==> src/rtl/sparse_mac_pkg.sv <==
package sparse_mac_pkg;

  // Strobes handed from the control to the datapath each cycle
  typedef struct packed {
    logic accEn;     // add this group's products into the running sum
    logic publish;   // close the dot product and present the result
    logic flagDup;   // group carried duplicate position indices
  } ctrlStrobes_t;

endpackage

==> src/rtl/sparse_mac_ctrl.sv <==
module sparse_mac_ctrl
  import sparse_mac_pkg::*;
#(
  parameter int GROUP = 4,
  parameter int KEEP  = 2
) (
  input  logic                          clk,
  input  logic                          rstN,
  input  logic                          inValid,
  input  logic                          inLast,
  input  logic [KEEP*$clog2(GROUP)-1:0] idxPair,
  output ctrlStrobes_t                  strobes,
  output logic                          idxError
);

  localparam int IDX_W = $clog2(GROUP);

  logic dupIdx;

  always_comb begin
    dupIdx = 1'b0;
    for (int a = 0; a < KEEP; a++) begin
      for (int b = a + 1; b < KEEP; b++) begin
        if (idxPair[a*IDX_W +: IDX_W] == idxPair[b*IDX_W +: IDX_W]) dupIdx = 1'b1;
      end
    end
  end

  always_comb begin
    strobes.accEn   = inValid & ~dupIdx;
    strobes.publish = inValid & inLast;
    strobes.flagDup = inValid & dupIdx;
  end

  always_ff @(posedge clk) begin
    if (!rstN) idxError <= 1'b0;
    else       idxError <= strobes.flagDup;
  end

endmodule

==> src/rtl/sparse_mac_dp.sv <==
module sparse_mac_dp
  import sparse_mac_pkg::*;
#(
  parameter int W_BITS   = 8,
  parameter int ACC_BITS = 32,
  parameter int GROUP    = 4,
  parameter int KEEP     = 2
) (
  input  logic                          clk,
  input  logic                          rstN,
  input  ctrlStrobes_t                  strobes,
  input  logic [KEEP*W_BITS-1:0]        wPair,
  input  logic [KEEP*$clog2(GROUP)-1:0] idxPair,
  input  logic [GROUP*W_BITS-1:0]       actGroup,
  output logic [ACC_BITS-1:0]           sumOut,
  output logic                          sumValid,
  output logic [ACC_BITS-1:0]           accQ
);

  localparam int IDX_W  = $clog2(GROUP);
  localparam int PROD_W = 2 * W_BITS;

  logic [ACC_BITS-1:0] laneExt [KEEP];

  // One gather-multiply lane per kept weight
  for (genvar k = 0; k < KEEP; k++) begin : g_lane
    logic [W_BITS-1:0]        selAct;
    logic signed [PROD_W-1:0] prod;

    always_comb begin
      selAct = '0;
      for (int e = 0; e < GROUP; e++) begin
        if (idxPair[k*IDX_W +: IDX_W] == IDX_W'(e)) selAct = actGroup[e*W_BITS +: W_BITS];
      end
    end

    assign prod = $signed(wPair[k*W_BITS +: W_BITS]) * $signed(selAct);
    assign laneExt[k] = {{(ACC_BITS-PROD_W){prod[PROD_W-1]}}, prod};
  end

  logic [ACC_BITS-1:0] groupSum;
  logic [ACC_BITS-1:0] accNext;

  always_comb begin
    groupSum = '0;
    if (strobes.accEn) begin
      for (int k = 0; k < KEEP; k++) groupSum = groupSum + laneExt[k];
    end
    accNext = accQ + groupSum;
  end

  always_ff @(posedge clk) begin
    if (!rstN) begin
      accQ     <= '0;
      sumOut   <= '0;
      sumValid <= 1'b0;
    end else begin
      sumValid <= strobes.publish;
      if (strobes.publish) begin
        sumOut <= accNext;
        accQ   <= '0;
      end else begin
        accQ   <= accNext;
      end
    end
  end

endmodule

==> src/rtl/sparse_mac24.sv <==
module sparse_mac24
  import sparse_mac_pkg::*;
#(
  parameter int W_BITS   = 8,
  parameter int ACC_BITS = 32,
  parameter int GROUP    = 4,
  parameter int KEEP     = 2
) (
  input  logic                          clk,
  input  logic                          rstN,
  input  logic                          inValid,
  input  logic                          inLast,
  input  logic [KEEP*W_BITS-1:0]        wPair,
  input  logic [KEEP*$clog2(GROUP)-1:0] idxPair,
  input  logic [GROUP*W_BITS-1:0]       actGroup,
  output logic [ACC_BITS-1:0]           sumOut,
  output logic                          sumValid,
  output logic                          idxError
);

  ctrlStrobes_t        strobes;
  logic [ACC_BITS-1:0] accQ;

  sparse_mac_ctrl #(.GROUP(GROUP), .KEEP(KEEP)) u_ctrl (
    .clk      (clk),
    .rstN     (rstN),
    .inValid  (inValid),
    .inLast   (inLast),
    .idxPair  (idxPair),
    .strobes  (strobes),
    .idxError (idxError)
  );

  sparse_mac_dp #(.W_BITS(W_BITS), .ACC_BITS(ACC_BITS), .GROUP(GROUP), .KEEP(KEEP)) u_dp (
    .clk      (clk),
    .rstN     (rstN),
    .strobes  (strobes),
    .wPair    (wPair),
    .idxPair  (idxPair),
    .actGroup (actGroup),
    .sumOut   (sumOut),
    .sumValid (sumValid),
    .accQ     (accQ)
  );

endmodule

==> config.mk <==
export PLATFORM = sky130hd
export DESIGN_NAME = sparse_mac24
export DESIGN_NICKNAME = d
export VERILOG_FILES = /design/src/rtl/sparse_mac_pkg.sv /design/src/rtl/sparse_mac_ctrl.sv /design/src/rtl/sparse_mac_dp.sv /design/src/rtl/sparse_mac24.sv
export SDC_FILE = /design/constraint.sdc
export NUM_CORES = 1
export LEC_CHECK = 0
export ABC_AREA = 1
export BUFFER_PORTS_ARGS = -buffer_cell sky130_fd_sc_hd__buf_2
export CORE_ASPECT_RATIO = 1.1
export CORE_UTILIZATION = 30
export DETAILED_ROUTE_END_ITERATION = 12
export GPL_ROUTABILITY_DRIVEN = 0
export PLACE_DENSITY = 0.48
export SLEW_MARGIN = 20
export SYNTH_ARGS = -nofsm -noshare
export SYNTH_HDL_FRONTEND = slang
export SYNTH_HIERARCHICAL = 1
export SYNTH_SLANG_ARGS = --single-unit
==> constraint.sdc <==
create_clock -name clk -period 13.85 [get_ports clk]
set_input_delay 4.155 -clock clk [delete_from_list [all_inputs] [get_ports clk]]
set_output_delay 4.155 -clock clk [all_outputs]
set_load 0.01 [all_outputs]
## Word-level counts from Yosys, hierarchy flattened

Index checks and enable logic that the tools add are counted.
W data, S select, Z words.

| operators by class | value |
|---|---|
| $add $sub $neg | 2 |
| $mul | 2 |
| eq/ne operators | 7 |
| mux-type cells | 10 |
| bitwise gates (word level) | 5 |
| reduce and logical (&&, ||, !) cells | 3 |

Operators by type and width:

| operator | number |
|---|---|
| $mux W8 | 8 |
| $add A32 B32 Y32 | 1 |
| $mul A8 B8 Y16 | 2 |
| $mux W32 | 1 |
| $add A16 B16 Y17 | 1 |
| $eq A2 B2 Y1 const B | 4 |
| $eq A2 B1 Y1 const B | 2 |
| $logic_not A2 Y1 | 2 |
| $and A1 B1 Y1 | 3 |
| $eq A2 B2 Y1 | 1 |
| $not A1 Y1 | 2 |
| $reduce_or A2 Y1 | 1 |
| $mux W1 | 1 |

| storage, ports and cells | value |
|---|---|
| register bits after elaboration | 66 |
| input port bits | 56 |
| output and inout bits | 34 |

## Longest topological paths before layout

| depth | value |
|---|---|
| depth in word-level cells | 9 |
| gate-level depth with buffers | 46 |

## Modules after synthesis

Netlist, hierarchy kept.

By module, submodules not included:

| module | instances | cells each | area each (um2) | seq. area each (um2) |
|---|---|---|---|---|
| sparse_mac_dp | 1 | 1,286 | 9,681.8 | 1,301.2 |
| sparse_mac_ctrl | 1 | 19 | 100.1 | 20.0 |

## Least setup slack after synthesis

No wires, ideal clock.

| timing | value |
|---|---|
| path kind | input-to-reg |
| from | input port idxPair[3] |
| to | register u_dp.accQ[31] |
| library setup time | 0.065 ns |
| arrival | 11.196 ns |
| required time | 13.785 ns |
| slack | 2.589 ns |
| stages | 40 |
| cell sequence | inv_1 > nor2_1 > inv_1 > buf_2 > o221ai_1 > o21ai_0 > o21ai_0 > inv_1 > nor2_1 > inv_1 > fa_1 > fa_1 > inv_1 > fa_1 > fa_1 > fa_1 > inv_1 > fa_1 > (+4 left out) > inv_1 > nand2_1 > nand2_1 > nand2_1 > inv_1 > nand2_1 > nand3_1 > inv_1 > ha_1 > a21o_1 > a21oi_2 > a21boi_1 > o21ai_0 > a21oi_1 > inv_1 > nand3_1 > nand2_1 > nor2_1 |

| on the way | value |
|---|---|
| longest elaborated chain between the ends | 9 |
| elaborated cells between the ends (all ways) | 16 |

Ends and longest elaborated chain:

| item | line | source |
|---|---|---|
| start: declaration | sparse_mac24.sv:14 | `input logic [KEEP*$clog2(GROUP)-1:0] idxPair,` |
| $logic_not A2 Y1 | sparse_mac_dp.sv:33 | `if (idxPair[k*IDX_W +: IDX_W] == IDX_W'(e)) selAct = actGroup[e*W_BITS +: W_BITS];` |
| $mux W8 (4 in series) | sparse_mac_dp.sv:33 |  |
| $mul A8 B8 Y16 | sparse_mac_dp.sv:37 | `assign prod = $signed(wPair[k*W_BITS +: W_BITS]) * $signed(selAct);` |
| $add A16 B16 Y17 | sparse_mac_dp.sv:47 | `for (int k = 0; k < KEEP; k++) groupSum = groupSum + laneExt[k];` |
| $mux W32 (*) | sparse_mac_dp.sv:46 | `if (strobes.accEn) begin` |
| $add A32 B32 Y32 (*) | sparse_mac_dp.sv:49 | `accNext = accQ + groupSum;` |
| end signal: assignment | sparse_mac_dp.sv:63 | `accQ <= accNext;` |
| end: declaration | sparse_mac_dp.sv:17 | `output logic [ACC_BITS-1:0] accQ` |

Mark *: on every way between the ends. The rest lies on a longest branch, timed or not.
A chain may end at the register's enable or synchronous reset.

## Worst setup path after layout

| timing | value |
|---|---|
| from | input port idxPair[2] |
| to | register u_dp.sumOut[31] |

| on the way | value |
|---|---|
| longest elaborated chain between the ends | 9 |
| elaborated cells between the ends (all ways) | 16 |

Ends and longest elaborated chain:

| item | line | source |
|---|---|---|
| $logic_not A2 Y1 | sparse_mac_dp.sv:33 |  |
| $mux W8 (4 in series) | sparse_mac_dp.sv:33 |  |
| $mul A8 B8 Y16 | sparse_mac_dp.sv:37 |  |
| $add A16 B16 Y17 | sparse_mac_dp.sv:47 |  |
| $mux W32 (*) | sparse_mac_dp.sv:46 |  |
| $add A32 B32 Y32 (*) | sparse_mac_dp.sv:49 |  |
| end signal: assignment | sparse_mac_dp.sv:60 | `sumOut <= accNext;` |
| end: declaration | sparse_mac_dp.sv:15 | `output logic [ACC_BITS-1:0] sumOut,` |

Marked as above.

==> results.py <==
metrics = {
    "run_status": {
        "outcome": "completed",
    },
    "setup_path": {
        "cp_slowest_cell": "fa_1",
        "worstPathRequired_ns": 14.14,
        "crit_path_end_kind": "flop",
        "worstReg2RegStart": "u_dp/accQ[0]$_SDFF_PP0_",
        "ff2ff_setup_slack_ns": 11.41,
        "worstSetupPathType": "in -> reg",
        "rr_endpoint": "u_dp/sumOut[26]$_SDFFE_PN0P_",
        "r2r_cells": 15,
        "start_kind": "input pin",
        "crit_path_max_fanout": 15,
        "cp_common_cell": "inv_1",
        "critPathMaxStageDelay_ns": 0.62,
        "critPathArrivalTime_ns": 12.53,
    },
    "floorplanning": {
        "start_util": 0.308,
        "core_um2": 31700,
        "rows": 68,
        "ioPinCount": 90,
        "dieHeight_um": 191,
        "die_area_um2": 33300,
        "die-width_um": 174,
    },
    "detailed_routing": {
        "wl_um": 26300,
        "dr.first_iter.drc_count": 353,
        "vias_per_cell": 4.55,
        "ant_nets": 0,
        "drc_errors": 0,
        "wl_per_cell_um": 14.5,
        "vias": 8271,
        "dr.pass1.iters": 5,
    },
    "clock_tree": {
        "cts_setup_buffers": 0,
        "holdBufCountCts": 0,
        "tritoncts": "built",
        "clock-root-buffer": "clkbuf_16",
        "cts_max_path_buffers": 2,
        "htreeDepth": 3,
        "cts-resized-gates": 0,
        "clock_latency_ns": 0.35,
        "path_clk_slew_ns": 0.06,
        "cts.sinks": 66,
        "cts_made_buffers": 9,
    },
    "worst_hold_path": {
        "min_path_cells": 2,
        "hold_path_startpoint": "u_dp/sumOut[25]$_SDFFE_PN0P_",
        "hold_path.class": "reg -> reg",
        "whs_endpoint": "u_dp/sumOut[25]$_SDFFE_PN0P_",
    },
    "placed_design": {
        "hpwl_um": 23400,
        "dpl-instance-area_um2": 10700,
        "port_buffers": 89,
    },
    "global_routing": {
        "antenna_found_initial": 0,
        "grt_pass1_wl_um": 43900,
        "grt_pass1_vias": 8684,
        "grt_max_degree": 34,
        "grt_usage": 0.167,
        "grt-ovfl-total": 0,
    },
    "yosys": {
        "syn_nets": 1588,
        "syn_avg_cell_area_um2": 7.50,
        "syn-cell-area_um2": 9780,
        "yosys_warnings": 6,
        "synthCells": 1304,
    },
    "timing": {
        "period_needed_ns": 12.24,
        "finalSetupTns_ns": 0,
        "setup_viol": 0,
        "maxSlewViolCount": 0,
        "tightestPinTransition_ns": 0.983,
        "rsz0062_at_grt": "no",
        "fin_crit_sh": 0.884,
        "hold_viol": 0,
        "relSlewSlack": 0.342,
        "max_freq_mhz": 81.7,
        "worst_clock_skew_ns": 0.00904,
    },
    "job": {
        "cap_violations": 0,
    },
    "layout": {
        "fin_nets": 1677,
        "drive_above_1_share": 0.108,
        "area_growth_pct": 13.0,
        "diodes": 0,
        "fin_util": 0.348,
        "fin_area_um2": 11000,
        "fillers": 3427,
    },
}
how the worst max path moves through the flow:
stage / slack, ns / cells past startpoint / to / start
final: 1.61 / 41 / u_dp/sumOut[31]$_SDFFE_PN0P_ / idxPair[2]
after global routing: 0.86 / 40 / u_dp/sumOut[31]$_SDFFE_PN0P_ / idxPair[3]
after CTS: 1.60 / 40 / u_dp/sumOut[31]$_SDFFE_PN0P_ / idxPair[3]
after detailed placement: 1.27 / 41 / u_dp/sumOut[31]$_SDFFE_PN0P_ / idxPair[3]
after global placement: 1.33 / 40 / u_dp/sumOut[31]$_SDFFE_PN0P_ / idxPair[3]
after floorplan: 2.59 / 40 / u_dp/accQ[31]$_SDFF_PP0_ / idxPair[3]
sequential cells by signal, indices dropped and copies added (netlist names):
signal           flops
u_ctrl/idxError      1
u_dp/sumValid        1
u_dp/accQ           32
u_dp/sumOut         32
stage by stage:
stage	hold slack [ns]	setup slack [ns]	cells
detailed placement	0.434	1.27	1802
floorplan	0.476	2.59	1304
finish	0.450	1.61	1818
global route	0.469	0.856	1818
CTS	0.453	1.60	1818
global placement	0.435	1.33	1802
per-layer routing:
metal / track usage / wire, µm / vias to the layer above
met5: 0 / 0 / -
met2: 0.303 / 13200 / 152
met3: 0.0219 / 839 / 41
li1: - / - / 4177
met4: 0.0584 / 772 / 0
met1: 0.203 / 11500 / 3901
worst max-delay path: cells and delay by family:
kind / cells / cell delay, ns
compound gates: 6 / 1.15
fa+ha+maj: 8 / 3.94
buf+inv: 14 / 1.85
simple gates: 13 / 1.40
placed cells by master (no fill, tap or decap), drive strengths merged, types with 2 or more instances in the layout:
cell and n:
nand4 8, o21a 4, xnor2 15, clkinv 4, a31oi 2, nand3b 2, inv 309, clkbuf 9
o21ai 99, nand2 226, nor2 180, a21oi 58, a21boi 4, nand3 27, bufinv 2, dfxtp 66
nor3 7, nor4 6, o221ai 10, o21bai 6, buf 93, ha 84, xor2 15, o211ai 9
a21o 2, fa 144
layout make-up:
type	count	area (µm²)	area share
flip-flops and latches	66	1320	0.120
multi-input cells	914	7240	0.655
well taps	420	526	0.0476
clock inverters	7	101	0.00917
inverters	309	1160	0.105
clock buffers	9	225	0.0204
repair buffers	93	475	0.0430
Power is left out: the tool's default activity adds up to more than one toggle a clock period on the data nets, which glitch-free logic cannot reach.
